==> config.mk <==
export PLATFORM = sky130hd
export DESIGN_NAME = pyth_mag_unit
export DESIGN_NICKNAME = d
export VERILOG_FILES = /design/src/rtl/pyth_mag_pkg.sv /design/src/rtl/pyth_mag_square_sum.sv /design/src/rtl/pyth_mag_sqrt_pipe.sv /design/src/rtl/pyth_mag_scaler.sv /design/src/rtl/pyth_mag_unit.sv
export SDC_FILE = /design/constraint.sdc
export NUM_CORES = 2
export LEC_CHECK = 0
export BUFFER_PORTS_ARGS = -buffer_cell sky130_fd_sc_hd__clkbuf_2
export CELL_PAD_IN_SITES_DETAIL_PLACEMENT = 0
export CELL_PAD_IN_SITES_GLOBAL_PLACEMENT = 2
export CORE_MARGIN = 5
export CORE_UTILIZATION = 48
export DETAILED_ROUTE_END_ITERATION = 16
export GPL_ROUTABILITY_DRIVEN = 0
export PLACE_DENSITY_LB_ADDON = 0.1
export SETUP_SLACK_MARGIN = 0.2
export SLEW_MARGIN = 5
export SYNTH_ARGS = -nofsm -noshare
export SYNTH_HDL_FRONTEND = slang
export SYNTH_SLANG_ARGS = --single-unit
==> constraint.sdc <==
create_clock -name clk -period 13.65 [get_ports clk]
set_clock_uncertainty 0.05 [all_clocks]
set_input_delay 0.6825 -clock clk [delete_from_list [all_inputs] [get_ports clk]]
set_output_delay 0.6825 -clock clk [all_outputs]
set_load 0.1 [all_outputs]
==> src/rtl/pyth_mag_pkg.sv <==
package pyth_mag_pkg;

  // Default geometry of the magnitude unit
  localparam int unsigned MAG_IN_W   = 16;
  localparam int unsigned MAG_OUT_W  = 16;
  localparam int unsigned MAG_LAT    = 24;
  localparam int unsigned SCALE_W    = 2;
  localparam int unsigned SCALE_MAXS = 3;

  // Output scale codes
  typedef enum logic [SCALE_W-1:0] {
    SCL_X1 = 2'b00,
    SCL_X2 = 2'b01,
    SCL_X4 = 2'b10,
    SCL_X8 = 2'b11
  } scale_e;

  // Number of left shift places selected by a scale code
  function automatic int unsigned shift_places(input scale_e code);
    case (code)
      SCL_X1:  return 0;
      SCL_X2:  return 1;
      SCL_X4:  return 2;
      default: return 3;
    endcase
  endfunction

endpackage

==> src/rtl/pyth_mag_square_sum.sv <==
module pyth_mag_square_sum #(
  parameter int unsigned DATA_W = 16,
  parameter int unsigned SUM_W  = 2 * DATA_W
) (
  input  logic              clk,
  input  logic              rst_n,
  input  logic [DATA_W-1:0] x_in,
  input  logic [DATA_W-1:0] y_in,
  output logic [SUM_W-1:0]  sum_out
);

  // Three register ranks: capture, square, add
  logic [DATA_W-1:0] x_q, y_q;
  logic [SUM_W-1:0]  xx_q, yy_q, sum_q;

  function automatic logic [SUM_W-1:0] square_of(input logic [DATA_W-1:0] v);
    logic [SUM_W-1:0] w;
    w = SUM_W'(v);
    return w * w;
  endfunction

  always_ff @(posedge clk or negedge rst_n) begin
    if (!rst_n) begin
      x_q   <= '0;
      y_q   <= '0;
      xx_q  <= '0;
      yy_q  <= '0;
      sum_q <= '0;
    end else begin
      x_q   <= x_in;
      y_q   <= y_in;
      xx_q  <= square_of(x_q);
      yy_q  <= square_of(y_q);
      sum_q <= xx_q + yy_q;
    end
  end

  assign sum_out = sum_q;

  // a captured zero pair reaches the sum rank as zero two edges later
  p_zero_sum_r9: assert property (@(posedge clk) disable iff (!rst_n)
    (x_q == '0 && y_q == '0) |=> ##1 (sum_q == '0));

endmodule

==> src/rtl/pyth_mag_sqrt_pipe.sv <==
module pyth_mag_sqrt_pipe #(
  parameter int unsigned SUM_W  = 32,
  parameter int unsigned ROOT_W = SUM_W / 2
) (
  input  logic              clk,
  input  logic              rst_n,
  input  logic [SUM_W-1:0]  rad_in,
  output logic [ROOT_W-1:0] root_out
);

  localparam int unsigned REM_W = ROOT_W + 4;
  localparam int unsigned EXT_W = REM_W + 2;
  localparam int unsigned PADQ  = EXT_W - ROOT_W - 2;
  localparam int unsigned CHK_W = SUM_W + 2;

  // Stage state: signed partial remainder, partial root, radicand bits still
  // to consume, and the untouched radicand kept for the result check
  logic signed [REM_W-1:0] rem_s  [0:ROOT_W];
  logic [ROOT_W-1:0]       root_s [0:ROOT_W];
  logic [SUM_W-1:0]        rad_s  [0:ROOT_W];
  logic [SUM_W-1:0]        src_s  [0:ROOT_W];

  // One non-restoring step: bring in two radicand bits, then subtract or add
  // depending on the sign of the previous remainder
  function automatic logic signed [REM_W-1:0] nr_step(
    input logic signed [REM_W-1:0] rem,
    input logic [ROOT_W-1:0]       root,
    input logic [1:0]              pair
  );
    logic signed [EXT_W-1:0] shifted, trial, result;
    shifted = {rem, pair};
    if (rem >= 0) begin
      trial  = {{PADQ{1'b0}}, root, 2'b01};
      result = shifted - trial;
    end else begin
      trial  = {{PADQ{1'b0}}, root, 2'b11};
      result = shifted + trial;
    end
    return result[REM_W-1:0];
  endfunction

  assign rem_s[0]  = '0;
  assign root_s[0] = '0;
  assign rad_s[0]  = rad_in;
  assign src_s[0]  = rad_in;

  for (genvar i = 0; i < ROOT_W; i++) begin : g_stage
    logic signed [REM_W-1:0] rem_next_w;
    logic                    root_bit_w;

    assign rem_next_w = nr_step(rem_s[i], root_s[i], rad_s[i][SUM_W-1 -: 2]);
    assign root_bit_w = ~rem_next_w[REM_W-1];

    always_ff @(posedge clk or negedge rst_n) begin
      if (!rst_n) begin
        rem_s[i+1]  <= '0;
        root_s[i+1] <= '0;
        rad_s[i+1]  <= '0;
        src_s[i+1]  <= '0;
      end else begin
        rem_s[i+1]  <= rem_next_w;
        root_s[i+1] <= {root_s[i][ROOT_W-2:0], root_bit_w};
        rad_s[i+1]  <= {rad_s[i][SUM_W-3:0], 2'b00};
        src_s[i+1]  <= src_s[i];
      end
    end
  end

  assign root_out = root_s[ROOT_W];

  // Square of the final root and of its successor, for the floor check
  logic [CHK_W-1:0] root_sq_w, next_sq_w, src_ext_w;
  assign root_sq_w = CHK_W'(root_s[ROOT_W]) * CHK_W'(root_s[ROOT_W]);
  assign next_sq_w = (CHK_W'(root_s[ROOT_W]) + 1'b1) * (CHK_W'(root_s[ROOT_W]) + 1'b1);
  assign src_ext_w = CHK_W'(src_s[ROOT_W]);

  // the final root is the largest integer whose square fits the radicand
  p_root_floor_r3: assert property (@(posedge clk) disable iff (!rst_n)
    (root_sq_w <= src_ext_w) && (next_sq_w > src_ext_w));

endmodule

==> src/rtl/pyth_mag_scaler.sv <==
module pyth_mag_scaler
  import pyth_mag_pkg::*;
#(
  parameter int unsigned ROOT_W = 16,
  parameter int unsigned OUT_W  = 16,
  parameter int unsigned PAD    = 4
) (
  input  logic               clk,
  input  logic               rst_n,
  input  logic [ROOT_W-1:0]  root_in,
  input  logic [SCALE_W-1:0] scale_sel,
  output logic [OUT_W-1:0]   mag_out,
  output logic               ovf_out
);

  localparam int unsigned SH_W = ROOT_W + SCALE_MAXS;

  // Delay ranks that align the root with the required latency
  logic [ROOT_W-1:0] pad_r [0:PAD];
  assign pad_r[0] = root_in;

  for (genvar i = 0; i < PAD; i++) begin : g_pad
    always_ff @(posedge clk or negedge rst_n) begin
      if (!rst_n) pad_r[i+1] <= '0;
      else        pad_r[i+1] <= pad_r[i];
    end
  end

  logic [ROOT_W-1:0] pad_out_w;
  assign pad_out_w = pad_r[PAD];

  // Scale code has its own single register, outside the data pipeline
  scale_e scale_q;

  function automatic logic [SH_W-1:0] scale_up(input logic [ROOT_W-1:0] v,
                                               input scale_e code);
    return SH_W'(v) << shift_places(code);
  endfunction

  logic [SH_W-1:0]        shifted_w;
  logic [SH_W-OUT_W-1:0]  lost_bits_w;
  logic                   lost_any_w;

  assign shifted_w   = scale_up(pad_out_w, scale_q);
  assign lost_bits_w = shifted_w[SH_W-1:OUT_W];
  assign lost_any_w  = |lost_bits_w;

  logic [OUT_W-1:0] mag_q;
  logic             ovf_q;

  always_ff @(posedge clk or negedge rst_n) begin
    if (!rst_n) begin
      scale_q <= SCL_X1;
      mag_q   <= '0;
      ovf_q   <= 1'b0;
    end else begin
      scale_q <= scale_e'(scale_sel);
      mag_q   <= shifted_w[OUT_W-1:0];
      ovf_q   <= lost_any_w;
    end
  end

  assign mag_out = mag_q;
  assign ovf_out = ovf_q;

  // with the flag clear, undoing the shift recovers the root exactly
  p_no_overflow_r7: assert property (@(posedge clk) disable iff (!rst_n)
    !ovf_out |-> ((SH_W'(mag_out) >> $past(shift_places(scale_q))) == SH_W'($past(pad_out_w))));

  // a raised flag means the root was at or above the limit for that shift
  p_overflow_big_r7: assert property (@(posedge clk) disable iff (!rst_n)
    ovf_out |-> ((SH_W'($past(pad_out_w)) << $past(shift_places(scale_q))) >= (SH_W'(1) << OUT_W)));

  // at scale x1 the word is never flagged
  p_unit_scale_r5: assert property (@(posedge clk) disable iff (!rst_n)
    ($past(scale_q) == SCL_X1) |-> !ovf_out);

endmodule

==> src/rtl/pyth_mag_unit.sv <==
module pyth_mag_unit
  import pyth_mag_pkg::*;
#(
  parameter int unsigned IN_W    = MAG_IN_W,
  parameter int unsigned OUT_W   = MAG_OUT_W,
  parameter int unsigned LATENCY = MAG_LAT
) (
  input  logic               clk,
  input  logic               rst_n,
  input  logic [IN_W-1:0]    x_mag,
  input  logic [IN_W-1:0]    y_mag,
  input  logic [SCALE_W-1:0] scale_sel,
  output logic [OUT_W-1:0]   mag_out,
  output logic               ovf_out
);

  localparam int unsigned SUM_W      = 2 * IN_W;
  localparam int unsigned ROOT_W     = SUM_W / 2;
  localparam int unsigned FRONT_RANK = 3;
  localparam int unsigned OUT_RANK   = 1;
  localparam int unsigned PAD        = LATENCY - FRONT_RANK - ROOT_W - OUT_RANK;

  logic [SUM_W-1:0]  sum_w;
  logic [ROOT_W-1:0] root_w;

  pyth_mag_square_sum #(
    .DATA_W (IN_W),
    .SUM_W  (SUM_W)
  ) u_sqsum (
    .clk     (clk),
    .rst_n   (rst_n),
    .x_in    (x_mag),
    .y_in    (y_mag),
    .sum_out (sum_w)
  );

  pyth_mag_sqrt_pipe #(
    .SUM_W  (SUM_W),
    .ROOT_W (ROOT_W)
  ) u_sqrt (
    .clk      (clk),
    .rst_n    (rst_n),
    .rad_in   (sum_w),
    .root_out (root_w)
  );

  pyth_mag_scaler #(
    .ROOT_W (ROOT_W),
    .OUT_W  (OUT_W),
    .PAD    (PAD)
  ) u_scale (
    .clk       (clk),
    .rst_n     (rst_n),
    .root_in   (root_w),
    .scale_sel (scale_sel),
    .mag_out   (mag_out),
    .ovf_out   (ovf_out)
  );

endmodule

Word-level counts from Yosys, hierarchy flattened

Cells that the tools add are included.

Output and inout bits: 17
Input bits: 36
Register bits: 870
Logic and storage cells: 144

$lt $le $gt $ge: 15
Eq/ne operators: 2
Add/sub/neg operators: 32
Shift operators: 1
Reductions and logical operators: 2
Mux-type cells: 16
Bitwise logic cells: 16
Multipliers: 2

Operator list:

| kind                  | count |
|---|---|
| $mux W20              | 15 |
| $ge A20 B1 Y1 const B | 14 |
| $mul A16 B16 Y32      | 2 |
| $add A32 B32 Y32      | 1 |
| $shl A16 B32 Y19      | 1 |
| $add A20 B10 Y20      | 1 |
| $add A20 B11 Y20      | 1 |
| $add A20 B12 Y20      | 1 |
| $add A20 B13 Y20      | 1 |
| $add A20 B14 Y20      | 1 |
| $add A20 B15 Y20      | 1 |
| $add A20 B16 Y20      | 1 |
| $add A20 B17 Y20      | 1 |
| $add A20 B18 Y20      | 1 |
| $add A20 B5 Y20       | 1 |
| $add A20 B6 Y20       | 1 |
| $add A20 B7 Y20       | 1 |
| $add A20 B8 Y20       | 1 |
| $add A20 B9 Y20       | 1 |
| $sub A20 B10 Y20      | 1 |
| $sub A20 B11 Y20      | 1 |
| $sub A20 B12 Y20      | 1 |
| $sub A20 B13 Y20      | 1 |
| $sub A20 B14 Y20      | 1 |
| 19 further kinds      | 34 |

Depth between registers and ports, before layout

Word-level depth: 4
Gate-level depth with buffers: 26
Gate-level depth less buffers: 24

By module

A second synthesis with hierarchy kept.

Cell total of the unflattened synthesis: 4,398
Area total of the unflattened synthesis: 49,381.1 um2

By module, submodules not included:

| module              | sequential area each (um2) | cells an instance | area each (um2) | instances |
|---|---|---|---|---|
| pyth_mag_sqrt_pipe  | 15,815.2                   | 2,263             | 27,640.3        | 1 |
| pyth_mag_square_sum | 3,153.0                    | 2,012             | 19,294.8        | 1 |
| pyth_mag_scaler     | 2,077.0                    | 123               | 2,446.1         | 1 |

Least setup slack after synthesis

Ideal clock, no wire load.

Kind: reg2reg
From: reg u_sqsum.x_q[1]
To: reg u_sqsum.xx_q[28]
Cell stages (with the launch flop): 25
Arrival time: 6.011 ns
Buffers on the path: 2
Clock period less this slack: 6.141 ns
Path slack: 7.509 ns
Library setup time: 0.080 ns
Cells stage by stage: dfrtp_1 -> clkbuf_1 -> clkbuf_1 -> nand2_1 -> inv_1 -> fa_1 -> inv_1 -> fa_1 -> fa_1 -> inv_1 -> fa_1 -> fa_1 -> inv_1 -> fa_1 -> inv_1 -> ha_1 -> o21a_1 -> o22a_1 -> a31oi_1 -> o31a_1 -> o21ai_1 -> o311ai_1 -> nand2b_1 -> a31oi_1 -> xnor2_1

Cells in the longest elaborated chain, start to end: 1

Ends and longest elaborated chain:

| what                   | line                      | RTL |
|---|---|---|
| start, declared        | pyth_mag_square_sum.sv:13 | `logic [DATA_W-1:0] x_q, y_q;` |
| start signal, assigned | pyth_mag_square_sum.sv:30 | `x_q <= x_in;` |
| $mul A16 B16 Y32       | pyth_mag_square_sum.sv:19 | `return w * w;` |
| end signal, assigned   | pyth_mag_square_sum.sv:32 | `xx_q <= square_of(x_q);` |
| end, declared          | pyth_mag_square_sum.sv:14 | `logic [SUM_W-1:0] xx_q, yy_q, sum_q;` |

Every way passes these cells.

Worst setup path in the final report

From: reg u_sqsum.x_q[4]
To: reg u_sqsum.xx_q[28]

Same word-level chain as after synthesis.

==> results.sh <==
export IMPL_tns_ns=0
export IMPL_cp_end_kind="flop"
export IMPL_fp_row_count=116
export IMPL_netlist_instances=4208
export IMPL_netlist_top_cells_area="dfrtp_1, fa_1, ha_1"
export IMPL_clkTransAtPathRegs_ns=0.06
export IMPL_maxCapViolations=0
export IMPL_timing_hold_ws_ns=0.0226
export IMPL_fin_crit_ns=6.69
export IMPL_startpoint="u_sqsum.x_q[4]"
export IMPL_hold_path_class="in -> async"
export IMPL_finish_net_count=5146
export IMPL_grt_first_pass_wirelength_um=158000
export IMPL_relSlewSlack=0.315
export IMPL_slew_viol_final=0
export IMPL_synth_cell_types=73
export IMPL_yosysMostFrequentCell="dfrtp_1"
export IMPL_cts_sinks=841
export IMPL_diodes=0
export IMPL_cts_tree="built"
export IMPL_r2r_slack_ns=6.96
export IMPL_synth_edff_count=0
export IMPL_r2r_cells=22
export IMPL_max_freq_ghz=0.149
export IMPL_crit_path_max_fanout=18
export IMPL_status="completed"
export IMPL_critPathArrivalTime_ns=7.22
export IMPL_via_per_inst=4.99
export IMPL_ant_nets=0
export IMPL_port_buffers=52
export IMPL_ys_seq_elements=841
export IMPL_grt_overflow=0
export IMPL_dieArea_sq_um=107000
export IMPL_grt_start_max_net_pins=173
export IMPL_drt_iter0_markers=1258
export IMPL_coreArea_sq_um=99900
export IMPL_cts_inserted_buffers=92
export IMPL_dp_hpwl_um=70700
export IMPL_antenna_found_initial=2
export IMPL_crit_path_start_kind="flop"
export IMPL_crit_end="u_sqsum.xx_q[28]"
export IMPL_wirelength_um=92800
export IMPL_post_cts_buffers=0
export IMPL_track_usage=0.182
export IMPL_r2r_end="u_sqsum.xx_q[28]"
export IMPL_cts_hold_buf=0
export IMPL_finalSetupViolCount=0
export IMPL_ctsResizeCount=0
export IMPL_drive_above_1_share=0.0632
export IMPL_io_pins=53
export IMPL_num_vias=28300
export IMPL_dr_pass1_iters=6
export IMPL_synthDominantCellAreaShare=0.437
export IMPL_synthArstFlopShare=1.00
export IMPL_rsz0062_at_grt="no"
export IMPL_hold_viol_final=0
export IMPL_synth_area_sq_um=48100
export IMPL_crit_required_ns=14.18
export IMPL_synth_warnings=0
export IMPL_htreeDepth=3
export IMPL_ys_seq_area_frac=0.437
export IMPL_avgRoutedWirePerCell_um=16.3
export IMPL_ys_top_cells_by_count="dfrtp_1, inv_1, ha_1, xnor2_1, fa_1"
export IMPL_fp_dieW_um=327
export IMPL_finalCritPeriodShare=0.490
export IMPL_cts_root_buffer="clkbuf_16"
export IMPL_avgSynthCellArea_sq_um=11.4
export IMPL_syn2layout_area_growth_pct=10.6
export IMPL_dominantRegCellSynth="dfrtp_1"
export IMPL_r2r_start="u_sqsum.x_q[4]"
export IMPL_cts_max_path_buffers=3
export IMPL_dieHeight_um=327
export IMPL_worst_pin_slew_ns=1.03
export IMPL_grt_pass1_vias=30200
export IMPL_synth_top_cell_by_area="dfrtp_1"
export IMPL_start_util=0.482
export IMPL_drc=0
export IMPL_clkLatencyLatePin_ns=0.67
export IMPL_critical_path_class="reg -> reg"
## layout by cell type, fill, tap and decap left out, types with 77 or more instances in the layout
master and instances:
xor2_1 83, clkbuf_16 92, ha_1 480, a21o_1 77
a21oi_1 180, nor2_1 205, fa_1 326, nand2_1 245
xnor2_1 334, dfrtp_1 841, and2_1 101, o21ai_0 93
inv_1 621
## kinds of logic (layout without fill, tap and decap cells)
logic type      count (synthesis)  after routing  share of synthesized area
compound gates                601            601                     0.0822
buf+inv                       685            856                     0.0534
other cells                     1              2                  0.0000779
xor+xnor                      417            417                     0.0759
fa+ha+maj                     806            806                      0.260
simple gates                  838            838                     0.0836
mux                            19             19                    0.00715
flops                         841            841                      0.437
## area by class of cell
cell class,count,area [sq um]
fillers,8794,46600
multi-input cells,2683,24500
flip-flops and latches,841,21000
clock buffers,135,2740
inverters,621,2330
well taps,1298,1620
clock inverters,35,583
repair buffers,65,380
## critical path: stages, from the launching register on
cell	delay, ns
dfrtp_1	0.79
nand2_1	0.21
inv_1	0.13
fa_1	0.42
inv_1	0.09
fa_1	0.41
fa_1	0.52
inv_1	0.05
fa_1	0.46
fa_1	0.54
inv_1	0.06
fa_1	0.53
inv_1	0.05
ha_1	0.34
o21a_1	0.20
o22a_1	0.17
a31oi_1	0.35
o31a_1	0.27
o21ai_1	0.12
o311ai_1	0.38
nand2b_1	0.16
a31oi_1	0.22
xnor2_1	0.14
## how the worst min path moves through the flow
stage                            to  slack (ns)              start
6_report          u_scale.pad_r[19]        0.02              rst_n
3_5_place_dp   u_scale.pad_out_w[3]        0.28  u_scale.pad_r[19]
3_3_place_gp   u_scale.pad_out_w[8]        0.28  u_scale.pad_r[24]
2_1_floorplan  u_scale.pad_out_w[0]        0.28  u_scale.pad_r[16]
4_1_cts             u_sqsum.x_q[14]       0.004          x_mag[14]
5_1_grt             u_sqsum.x_q[14]        0.02          x_mag[14]
## metrics by stage
step                setup WS, ns  instances   util  cell area [sq um]
finish                      6.96       5678  0.533              53200
detailed placement          6.96       5508  0.500              49900
CTS                         6.97       5678  0.533              53200
global route                6.52       5678  0.533              53200
global placement            7.02       5508  0.500              49900
floorplan                   7.51       4209      -              48100
## registers in the layout, indices dropped and copies added, names as in the netlist
register	cells
u_scale.pad_r	48
u_sqrt.rad_s	240
u_sqrt.root_s	120
u_scale.scale_q	2
u_scale.ovf_out	1
u_sqsum.xx_q	31
u_sqrt.rem_s	256
u_scale.pad_out_w	16
u_sqrt.root_out	16
u_sqsum.yy_q	31
u_sqsum.y_q	16
u_scale.mag_out	16
u_sqsum.sum_out	32
u_sqsum.x_q	16
## routing by layer
layer	part of all wire	up-vias	GRT usage
met3	0.028	130	0.0260
met1	0.44	14100	0.237
met5	0	-	0
met4	0.028	0	0.0507
li1	-	13800	-
met2	0.51	253	0.320
Power is left out: the tool's default activity adds up to more than one toggle a clock period on the data nets, which glitch-free logic cannot reach.
